**src/rtl/cbo_pkg.sv**
```systemverilog
package cbo_pkg;
  localparam int NUM_OPS = 3;

  typedef enum logic [1:0] {
    OP_ZERO  = 2'd0,
    OP_CLEAN = 2'd1,
    OP_INVAL = 2'd2,
    OP_RSVD  = 2'd3
  } cbo_op_e;

  typedef enum logic [1:0] {
    EXC_NONE    = 2'd0,
    EXC_ILLEGAL = 2'd1,
    EXC_VIRT    = 2'd2,
    EXC_STORE   = 2'd3
  } cbo_exc_e;

  typedef enum logic [1:0] {
    PL_U   = 2'd0,
    PL_S   = 2'd1,
    PL_RSV = 2'd2,
    PL_M   = 2'd3
  } priv_e;

  typedef enum logic [1:0] {
    ST_IDLE = 2'd0,
    ST_EVAL = 2'd1,
    ST_WLD  = 2'd2,
    ST_WST  = 2'd3
  } seq_st_e;
endpackage

```
**src/rtl/cbo_env_gate.sv**
```systemverilog
module cbo_env_gate
  import cbo_pkg::*;
#(
  parameter int NUM_EN = NUM_OPS
) (
  input  logic [1:0]        priv,
  input  logic              virt_on,
  input  logic [NUM_EN-1:0] menv_en,
  input  logic [NUM_EN-1:0] henv_en,
  input  logic [NUM_EN-1:0] senv_en,
  input  logic [1:0]        op,
  output logic [1:0]        verdict
);
  logic known, m_b, h_b, s_b;
  logic below_m, is_u, s_or_u;
  cbo_exc_e v;

  // pick the enable bit of the requested operation at each level
  always_comb begin
    known = 1'b0;
    m_b   = 1'b0;
    h_b   = 1'b0;
    s_b   = 1'b0;
    for (int i = 0; i < NUM_EN; i++) begin
      if (op == 2'(i)) begin
        known = 1'b1;
        m_b   = menv_en[i];
        h_b   = henv_en[i];
        s_b   = senv_en[i];
      end
    end
  end

  assign below_m = (priv != PL_M);
  assign is_u    = (priv == PL_U);
  assign s_or_u  = (priv == PL_U) || (priv == PL_S);

  // fixed order: machine, then virtual, then supervisor
  always_comb begin
    if (!known)
      v = EXC_ILLEGAL;
    else if (below_m && !m_b)
      v = EXC_ILLEGAL;
    else if (virt_on && ((s_or_u && !h_b) || (is_u && !s_b)))
      v = EXC_VIRT;
    else if (is_u && !s_b)
      v = EXC_ILLEGAL;
    else
      v = EXC_NONE;
  end

  assign verdict = v;
endmodule

```
**src/rtl/cbo_blk_align.sv**
```systemverilog
module cbo_blk_align #(
  parameter int AW   = 64,
  parameter int LW   = 6,
  parameter int MAXL = 12
) (
  input  logic [AW-1:0] addr,
  input  logic [LW-1:0] lg,
  output logic [AW-1:0] aligned
);
  logic [LW-1:0] k_eff;

  assign k_eff = (lg > LW'(MAXL)) ? LW'(MAXL) : lg;

  for (genvar i = 0; i < AW; i++) begin : g_bit
    assign aligned[i] = addr[i] & (LW'(i) >= k_eff);
  end
endmodule

```
**src/rtl/cbo_probe_seq.sv**
```systemverilog
module cbo_probe_seq
  import cbo_pkg::*;
#(
  parameter int AW = 64
) (
  input  logic          clk,
  input  logic          rst,
  input  logic          start,
  input  logic [1:0]    op_in,
  input  logic [AW-1:0] addr_in,
  input  logic [1:0]    verdict_in,
  input  logic          probe_gnt,
  input  logic          probe_ok,
  output logic          probe_req,
  output logic          probe_store,
  output logic [AW-1:0] addr_q,
  output logic          busy,
  output logic          waiting,
  output logic          done,
  output logic          go,
  output logic [1:0]    exc
);
  seq_st_e  st;
  cbo_op_e  op_q;
  cbo_exc_e verdict_q;

  always_ff @(posedge clk) begin
    if (rst) begin
      st          <= ST_IDLE;
      op_q        <= OP_ZERO;
      verdict_q   <= EXC_NONE;
      addr_q      <= '0;
      probe_req   <= 1'b0;
      probe_store <= 1'b0;
      done        <= 1'b0;
      go          <= 1'b0;
      exc         <= EXC_NONE;
    end else begin
      probe_req <= 1'b0;
      done      <= 1'b0;
      go        <= 1'b0;
      exc       <= EXC_NONE;
      case (st)
        ST_IDLE: begin
          if (start) begin
            op_q      <= cbo_op_e'(op_in);
            verdict_q <= cbo_exc_e'(verdict_in);
            addr_q    <= addr_in;
            st        <= ST_EVAL;
          end
        end
        ST_EVAL: begin
          if (verdict_q != EXC_NONE) begin
            done <= 1'b1;
            exc  <= verdict_q;
            st   <= ST_IDLE;
          end else if (op_q == OP_ZERO) begin
            probe_req   <= 1'b1;
            probe_store <= 1'b1;
            st          <= ST_WST;
          end else begin
            probe_req   <= 1'b1;
            probe_store <= 1'b0;
            st          <= ST_WLD;
          end
        end
        ST_WLD: begin
          if (probe_gnt) begin
            if (probe_ok) begin
              done <= 1'b1;
              go   <= 1'b1;
              st   <= ST_IDLE;
            end else begin
              probe_req   <= 1'b1;
              probe_store <= 1'b1;
              st          <= ST_WST;
            end
          end
        end
        ST_WST: begin
          if (probe_gnt) begin
            done <= 1'b1;
            go   <= probe_ok;
            exc  <= probe_ok ? EXC_NONE : EXC_STORE;
            st   <= ST_IDLE;
          end
        end
        default: st <= ST_IDLE;
      endcase
    end
  end

  assign busy    = (st != ST_IDLE);
  assign waiting = (st == ST_WLD) || (st == ST_WST);
endmodule

```
**src/rtl/cbo_perm_gate.sv**
```systemverilog
module cbo_perm_gate
  import cbo_pkg::*;
#(
  parameter int AW           = 64,
  parameter int MAX_BLK_LOG2 = 12,
  localparam int LW          = $clog2(AW)
) (
  input  logic          clk,
  input  logic          rst,
  input  logic          req_valid,
  input  logic [1:0]    req_op,
  input  logic [AW-1:0] req_addr,
  input  logic [LW-1:0] blk_log2,
  input  logic [1:0]    priv,
  input  logic          virt_on,
  input  logic [2:0]    menv_en,
  input  logic [2:0]    henv_en,
  input  logic [2:0]    senv_en,
  output logic          probe_req,
  output logic          probe_store,
  output logic [AW-1:0] probe_addr,
  input  logic          probe_gnt,
  input  logic          probe_ok,
  output logic          busy,
  output logic          done,
  output logic          go,
  output logic [1:0]    exc_code,
  output logic [AW-1:0] blk_addr
);
  logic [1:0]    verdict;
  logic [AW-1:0] aligned;
  logic [AW-1:0] addr_q;
  logic          waiting;

  cbo_env_gate #(.NUM_EN(NUM_OPS)) u_env (
    .priv    (priv),
    .virt_on (virt_on),
    .menv_en (menv_en),
    .henv_en (henv_en),
    .senv_en (senv_en),
    .op      (req_op),
    .verdict (verdict)
  );

  cbo_blk_align #(.AW(AW), .LW(LW), .MAXL(MAX_BLK_LOG2)) u_align (
    .addr    (req_addr),
    .lg      (blk_log2),
    .aligned (aligned)
  );

  cbo_probe_seq #(.AW(AW)) u_seq (
    .clk         (clk),
    .rst         (rst),
    .start       (req_valid),
    .op_in       (req_op),
    .addr_in     (aligned),
    .verdict_in  (verdict),
    .probe_gnt   (probe_gnt),
    .probe_ok    (probe_ok),
    .probe_req   (probe_req),
    .probe_store (probe_store),
    .addr_q      (addr_q),
    .busy        (busy),
    .waiting     (waiting),
    .done        (done),
    .go          (go),
    .exc         (exc_code)
  );

  assign probe_addr = addr_q;
  assign blk_addr   = addr_q;
endmodule

```
**config.mk**
```make
export PLATFORM = sky130hd
export DESIGN_NAME = cbo_perm_gate
export DESIGN_NICKNAME = d
export VERILOG_FILES = /design/src/rtl/cbo_pkg.sv /design/src/rtl/cbo_env_gate.sv /design/src/rtl/cbo_blk_align.sv /design/src/rtl/cbo_probe_seq.sv /design/src/rtl/cbo_perm_gate.sv
export SDC_FILE = /design/constraint.sdc
export NUM_CORES = 1
export LEC_CHECK = 0
export ABC_AREA = 1
export BUFFER_PORTS_ARGS = -buffer_cell sky130_fd_sc_hd__buf_2
export CAP_MARGIN = 20
export CELL_PAD_IN_SITES_DETAIL_PLACEMENT = 1
export CELL_PAD_IN_SITES_GLOBAL_PLACEMENT = 1
export CORE_MARGIN = 1.5
export CORE_UTILIZATION = 26
export CTS_BUF_LIST = sky130_fd_sc_hd__clkbuf_8 sky130_fd_sc_hd__clkbuf_16
export DETAILED_ROUTE_END_ITERATION = 6
export PLACE_DENSITY_LB_ADDON = 0.1
export SLEW_MARGIN = 20
export SYNTH_ARGS = -nofsm -noshare
export SYNTH_HDL_FRONTEND = slang
export SYNTH_SLANG_ARGS = --single-unit
```
**constraint.sdc**
```tcl
create_clock -name clk -period 1.2 [get_ports clk]
set_input_delay 0.12 -clock clk [delete_from_list [all_inputs] [get_ports clk]]
set_output_delay 0.12 -clock clk [all_outputs]
set_load 0.01 [all_outputs]
```
* Word level (Yosys, flattened, before mapping)
Index checks and enable logic that the tools add are counted.
** Word-level totals
- Flip-flop bits (word level) :: 76
- Input bits :: 89
- Output and inout port bits :: 135
- Logic and storage cells :: 212
** Operators by class
- $lt $le $gt $ge :: 65
- Eq/ne operators :: 12
- Muxes and demuxes :: 43
- Bitwise gates (word level) :: 64
- Reduce and logical (&&, ||, !) cells :: 19
** Operators by type and width (count)
- >= comparator 6 bit, first input constant :: 32
- >= comparator 5 x 6 -> 1 bit, first input constant :: 16
- bitwise AND 1 bit :: 64
- >= comparator 4 x 6 -> 1 bit, first input constant :: 8
- 2-to-1 mux 1 bit :: 26
- >= comparator 3 x 6 -> 1 bit, first input constant :: 4
- 2-to-1 mux 2 bit :: 10
- >= comparator 1 x 6 -> 1 bit, first input constant :: 2
- >= comparator 2 x 6 -> 1 bit, first input constant :: 2
- inequality test 2 bit, second input constant :: 6
- zero test 2 bit :: 4
- one-hot mux 2 bit (4 select lines) :: 1
- equality test 2 x 1 -> 1 bit, second input constant :: 3
- equality test 2 bit, second input constant :: 3
- greater-than comparator 6 x 4 -> 1 bit, second input constant :: 1
- 2-to-1 mux 6 bit :: 1
- one-hot mux 1 bit (2 select lines) :: 3
- nonzero test 2 bit :: 3
- logical AND 1 bit :: 4
- one-hot mux 2 bit (2 select lines) :: 1
- AND reduction 4 bit :: 1
- zero test 1 bit :: 3
- one-hot mux 1 bit (3 select lines) :: 1
- AND reduction 3 bit :: 1
- other kinds (2) :: 3

* Logic depth before layout (Yosys ltp)
- Depth after elaboration :: 11
- Depth in mapped cells :: 8
- Depth with buffers taken out :: 8

* Modules after synthesis
Synthesis repeated with hierarchy kept, for this count alone.
** Second synthesis, totals
- Cells, all modules :: 563
- Area, all modules :: 3868.7 um^2
** Modules (own cells, without submodules)
- cbo_probe_seq :: instances 1, cells an instance 367, area each 2835.2 um^2, seq. area each 1521.5 um^2
- cbo_perm_gate :: instances 1, cells an instance 64, area each 480.5 um^2, seq. area each 0.0 um^2
- cbo_blk_align :: instances 1, cells an instance 94, area each 399.1 um^2, seq. area each 0.0 um^2
- cbo_env_gate :: instances 1, cells an instance 38, area each 153.9 um^2, seq. area each 0.0 um^2

* Least setup slack after synthesis
No wires, ideal clock.
- Kind :: register to register
- Start point :: reg u_seq.st[0]
- End point :: reg u_seq.verdict_q[1]
- Setup time :: 0.067 ns
- Data arrival time :: 1.221 ns
- Required time :: 1.133 ns
- Setup slack :: -0.089 ns
- Stages on the path, launching flop included :: 8
- Path buffers :: 2
- Clock period less this slack :: 1.289 ns
- Path through :: dfxtp_1 inv_1 ha_1 nand2_4 buf_6 buf_4 nand2_1 a21oi_2
** On the way
- Longest elaborated chain between the ends :: 2
** RTL lines
- start, declared :: RTL line cbo_probe_seq.sv:23 : seq_st_e st;
- start signal, assigned :: RTL line cbo_probe_seq.sv:29 : st <= ST_IDLE;
- start signal, assigned :: RTL line cbo_probe_seq.sv:49 : st <= ST_EVAL;
- start signal, assigned :: RTL line cbo_probe_seq.sv:56 : st <= ST_IDLE;
- zero test 2 bit :: RTL line cbo_probe_seq.sv:43 : case (st)
- AND reduction 2 bit (no source line)
- end signal, assigned :: RTL line cbo_probe_seq.sv:47 : verdict_q <= cbo_exc_e'(verdict_in);
- end, declared :: RTL line cbo_probe_seq.sv:25 : cbo_exc_e verdict_q;
Every way passes these cells.
A chain may end at the register's enable or synchronous reset.

* Final worst setup path
- Start point :: reg u_seq.st[0]
- End point :: reg u_seq.addr_q[0]
** On the way
- Longest elaborated chain between the ends :: 2
** RTL lines
- zero test 2 bit :: RTL line cbo_probe_seq.sv:43
- AND reduction 2 bit (no source line)
- end signal, assigned :: RTL line cbo_probe_seq.sv:48 : addr_q <= addr_in;
- end, declared :: RTL line cbo_probe_seq.sv:16 : output logic [AW-1:0] addr_q,
Every way passes these cells.

==> run_results.csv <==
group,metric,value,unit
run_status,run_status,"finished with violations",
run_status,violations,"negative setup slack",
timing,hold_violations,0,
timing,timing.fmax,771,MHz
detailed_routing,vias,3545,
cells_and_area,mostFrequentLayoutCells,"buf_2, nor2_1, dfxtp_1, nand2_1, o21ai_0",
worst_setup_path,arrival,1.57,ns
cells_and_area,synthToLayoutAreaGrowth,49.4,%
min_path,hp-start,"req_addr[30]",
yosys,synth_flop_cell,"dfxtp_1",
min_path,min_to,"u_seq.addr_q[30]$_SDFFE_PP0P_",
yosys,ys_types,31,
global_routing,grt_usage,15.5,%
place,gp_congestion,0.777,
die,initial_core_util,26.7,%
yosys,ys_seq_elements,76,
min_path,hold_path.class,"in -> reg",
pwr,combPwrFrac,24.9,%
global_routing,grt_pass1_vias,3459,
min_path,min_path_cells,3,
pwr,p_per_area,1550,mW/mm^2
worst_setup_path,path_max_fanout,7,
timing,fin_skew,0.00299,ns
worst_setup_path,cp_top_family,"flip-flops",
clock_tree,cts.sinks,76,
worst_setup_path,r2r-start,"u_seq.st[0]$_SDFFE_PP0P_",
cells_and_area,fin_nets,736,
detailed_routing,first_pass_iters,4,
yosys,synth_area_per_cell,7.60,sq um
pwr,fin_total_pwr,8200,uW
yosys,synthCells,466,
timing,slew_violations,0,
cells_and_area,layout-drive-gt1-share,53.3,%
worst_setup_path,timing.rr.end,"u_seq.addr_q[0]$_SDFFE_PP0P_",
worst_setup_path,crit_chain,"inv_4, ha_4, nand2_8, buf_12, nor2_8, nand4_1, a21oi_2",
cells_and_area,final_cell_area,0.00529,sq mm
pwr,internal_power,5850,uW
pwr,seqPwrFrac,36.3,%
worst_setup_path,worst-endpoint-required,1.47,ns
place,hpwl,8180,microns
timing,setup_viol,71,
clock_tree,hold_buffers,0,
die,ioPinCount,224,
yosys,synthTopCellsByArea,"dfxtp_1, buf_4, nor2_1",
clock_tree,cts_tree,"built",
yosys,synth-edff-count,0,
clock_tree,root_buffer,"clkbuf_16",
worst_setup_path,path_class,"reg -> reg",
worst_setup_path,cp.depth,7,
global_routing,gr-total-overflow,0,
timing,fin_crit,1.30,ns
clock_tree,cts_buffer_depth,2,
die,core_area,0.0132,sq mm
timing,tightest_slew,0.247,ns
detailed_routing,detail-route-antenna-nets,0,
cells_and_area,diodes,0,
worst_setup_path,startpoint_type,"flop",
global_routing,grt_antenna_before_repair,0,
place,place_area,0.00448,sq mm
yosys,yosys.area.top_type,"dfxtp_1",
worst_setup_path,slowest_stage,"dfxtp_4",
pwr,ir_drop,0.552,mV
clock_tree,cts.clk_slew.worst_paths,0.06,ns
timing,setup_ws,-0.0979,ns
yosys,yosysWarnings,0,
detailed_routing,via_per_inst,4.31,
global_routing,grt_pass1_wl,17400,microns
pwr,clkPwrFrac,38.8,%
timing,period_share,108,%
yosys,synth_seq_area_share,43.0,%
worst_setup_path,reg2reg_slack,-0.1,ns
detailed_routing,wire_per_inst,13.9,microns
pwr,p_sw,2350,uW
clock_tree,clock_latency,0.33,ns
global_routing,grt_max_degree,33,
die,die_area,0.0143,sq mm
worst_setup_path,worst_r2r_path_depth,7,
run,maxCapViolations,0,
timing,rsz0062_at_grt,"true",
die,fp-row-count,42,
detailed_routing,routed_wl,11400,microns
pwr,cellLeakagePower,0.00266,uW
yosys,async_flop_share,0,%
cells_and_area,nFillCells,1647,
worst_setup_path,worst_setup_path_end_kind,"flop",
yosys,syn-num-nets,560,
clock_tree,cts_made_buffers,9,
clock_tree,htree_levels,3,
worst_setup_path,slowest_delay,0.36,ns
yosys,post-synth-top-area-fraction,43.0,%
cells_and_area,final_common_cell,"buf_2",
detailed_routing,route.detailed.drc,0,
cells_and_area,utilization,39.9,%
pwr,switching_share,28.7,%
detailed_routing,drt_iter0_drc,84,
place,numPortBuffers,223,
timing,slew_headroom,83.6,%
yosys,syn_area,0.00354,sq mm
die,fp.dieH,120,microns
worst_setup_path,path_buf_inv,2,
die,die_w,120,microns
==> cell families after synthesis <==
kind of cell / Yosys count / share of synthesized area [%]
compound gates: 86 / 12.6
fa+ha+maj: 5 / 1.77
buf+inv: 108 / 19.7
flops: 76 / 43.0
simple gates: 191 / 22.9
==> worst register-to-register path: stages (launching register included) <==
cell	delay, ns
dfxtp_4	0.36
inv_4	0.08
ha_4	0.16
nand2_8	0.11
buf_12	0.18
nor2_8	0.11
nand4_1	0.11
a21oi_2	0.12
==> state kept, by name, summed over array words and instances, names as in the netlist <==
| signal | cells |
|---|---|
| u_seq.addr_q | 64 |
| u_seq.verdict_q | 2 |
| u_seq.st | 2 |
| u_seq.op_q | 2 |
| u_seq.done | 1 |
| u_seq.probe_req | 1 |
| u_seq.exc | 2 |
| u_seq.probe_store | 1 |
| u_seq.go | 1 |
==> worst max-delay path by stage <==
stage                             start                              end  slack, ns
6_report       u_seq.st[0]$_SDFFE_PP0P_     u_seq.addr_q[0]$_SDFFE_PP0P_       -0.1
3_3_place_gp   u_seq.st[1]$_SDFFE_PP0P_         u_seq.st[0]$_SDFFE_PP0P_      -0.10
3_5_place_dp   u_seq.st[0]$_SDFFE_PP0P_    u_seq.addr_q[61]$_SDFFE_PP0P_      -0.16
2_1_floorplan  u_seq.st[0]$_SDFFE_PP0P_    u_seq.addr_q[16]$_SDFFE_PP0P_       0.02
4_1_cts        u_seq.st[0]$_SDFFE_PP0P_    u_seq.addr_q[23]$_SDFFE_PP0P_      -0.09
5_1_grt        u_seq.st[0]$_SDFFE_PP0P_  u_seq.verdict_q[0]$_SDFFE_PP0P_      -0.17
==> power by group through the flow <==
stage               combinational (uW)  clock [uW]  sequential [uW]
detailed placement                1700           0             3010
floorplan                         1060           0             3090
CTS                               1890        3270             2950
global route                      2260        3380             3010
finish                            2050        3180             2970
global placement                  1680           0             2990
==> Yosys cell counts (2+ instances only) <==
library cell,instances
buf_2,5
ha_1,5
nand4_1,2
nand2_2,2
buf_6,5
dfxtp_1,76
o21ai_0,58
inv_1,19
nor3_1,3
nor2_1,115
inv_2,3
nand3_1,19
nor2_4,2
nor2_2,4
buf_4,66
clkbuf_1,8
a21oi_1,18
nand2_1,40
o21ai_1,4
==> cell type report <==
type	count	area, sq um	share of cell area (%)
clock buffers	11	253	4.78
clock inverters	5	98.8	1.87
inverters	23	103	1.94
multi-input cells	282	1590	30.1
flip-flops and latches	76	1530	28.9
well taps	176	220	4.16
repair buffers	250	1500	28.3
==> per-stage QoR <==
stage                     setup WS [ns]  TNS [ns]  hold WS [ns]  cells
final                           -0.0979     -4.39        0.0152    823
after floorplan                  0.0239         0         0.263    466
after detailed placement         -0.158     -4.84         0.370    798
after CTS                       -0.0889     -3.58       0.00987    820
after global routing             -0.169     -9.38        0.0345    823
after global placement           -0.103     -2.31         0.355    798
==> what timing repair did <==
item / CTS / global route
cloned: 3 / 1
buffers inserted: 3 / 2
gates resized for setup: 25 / 85
endpoints found under the setup margin: 71 / 75
pin swaps: 9 / 13
==> per-layer routing <==
layer  part of all wire (%)  GRT usage [%]
met3                    5.3           3.28
met4                    1.5           6.03
met5                      0              0
met1                     41           17.8
met2                     52           28.1
Power figures use the tool's default switching activity.
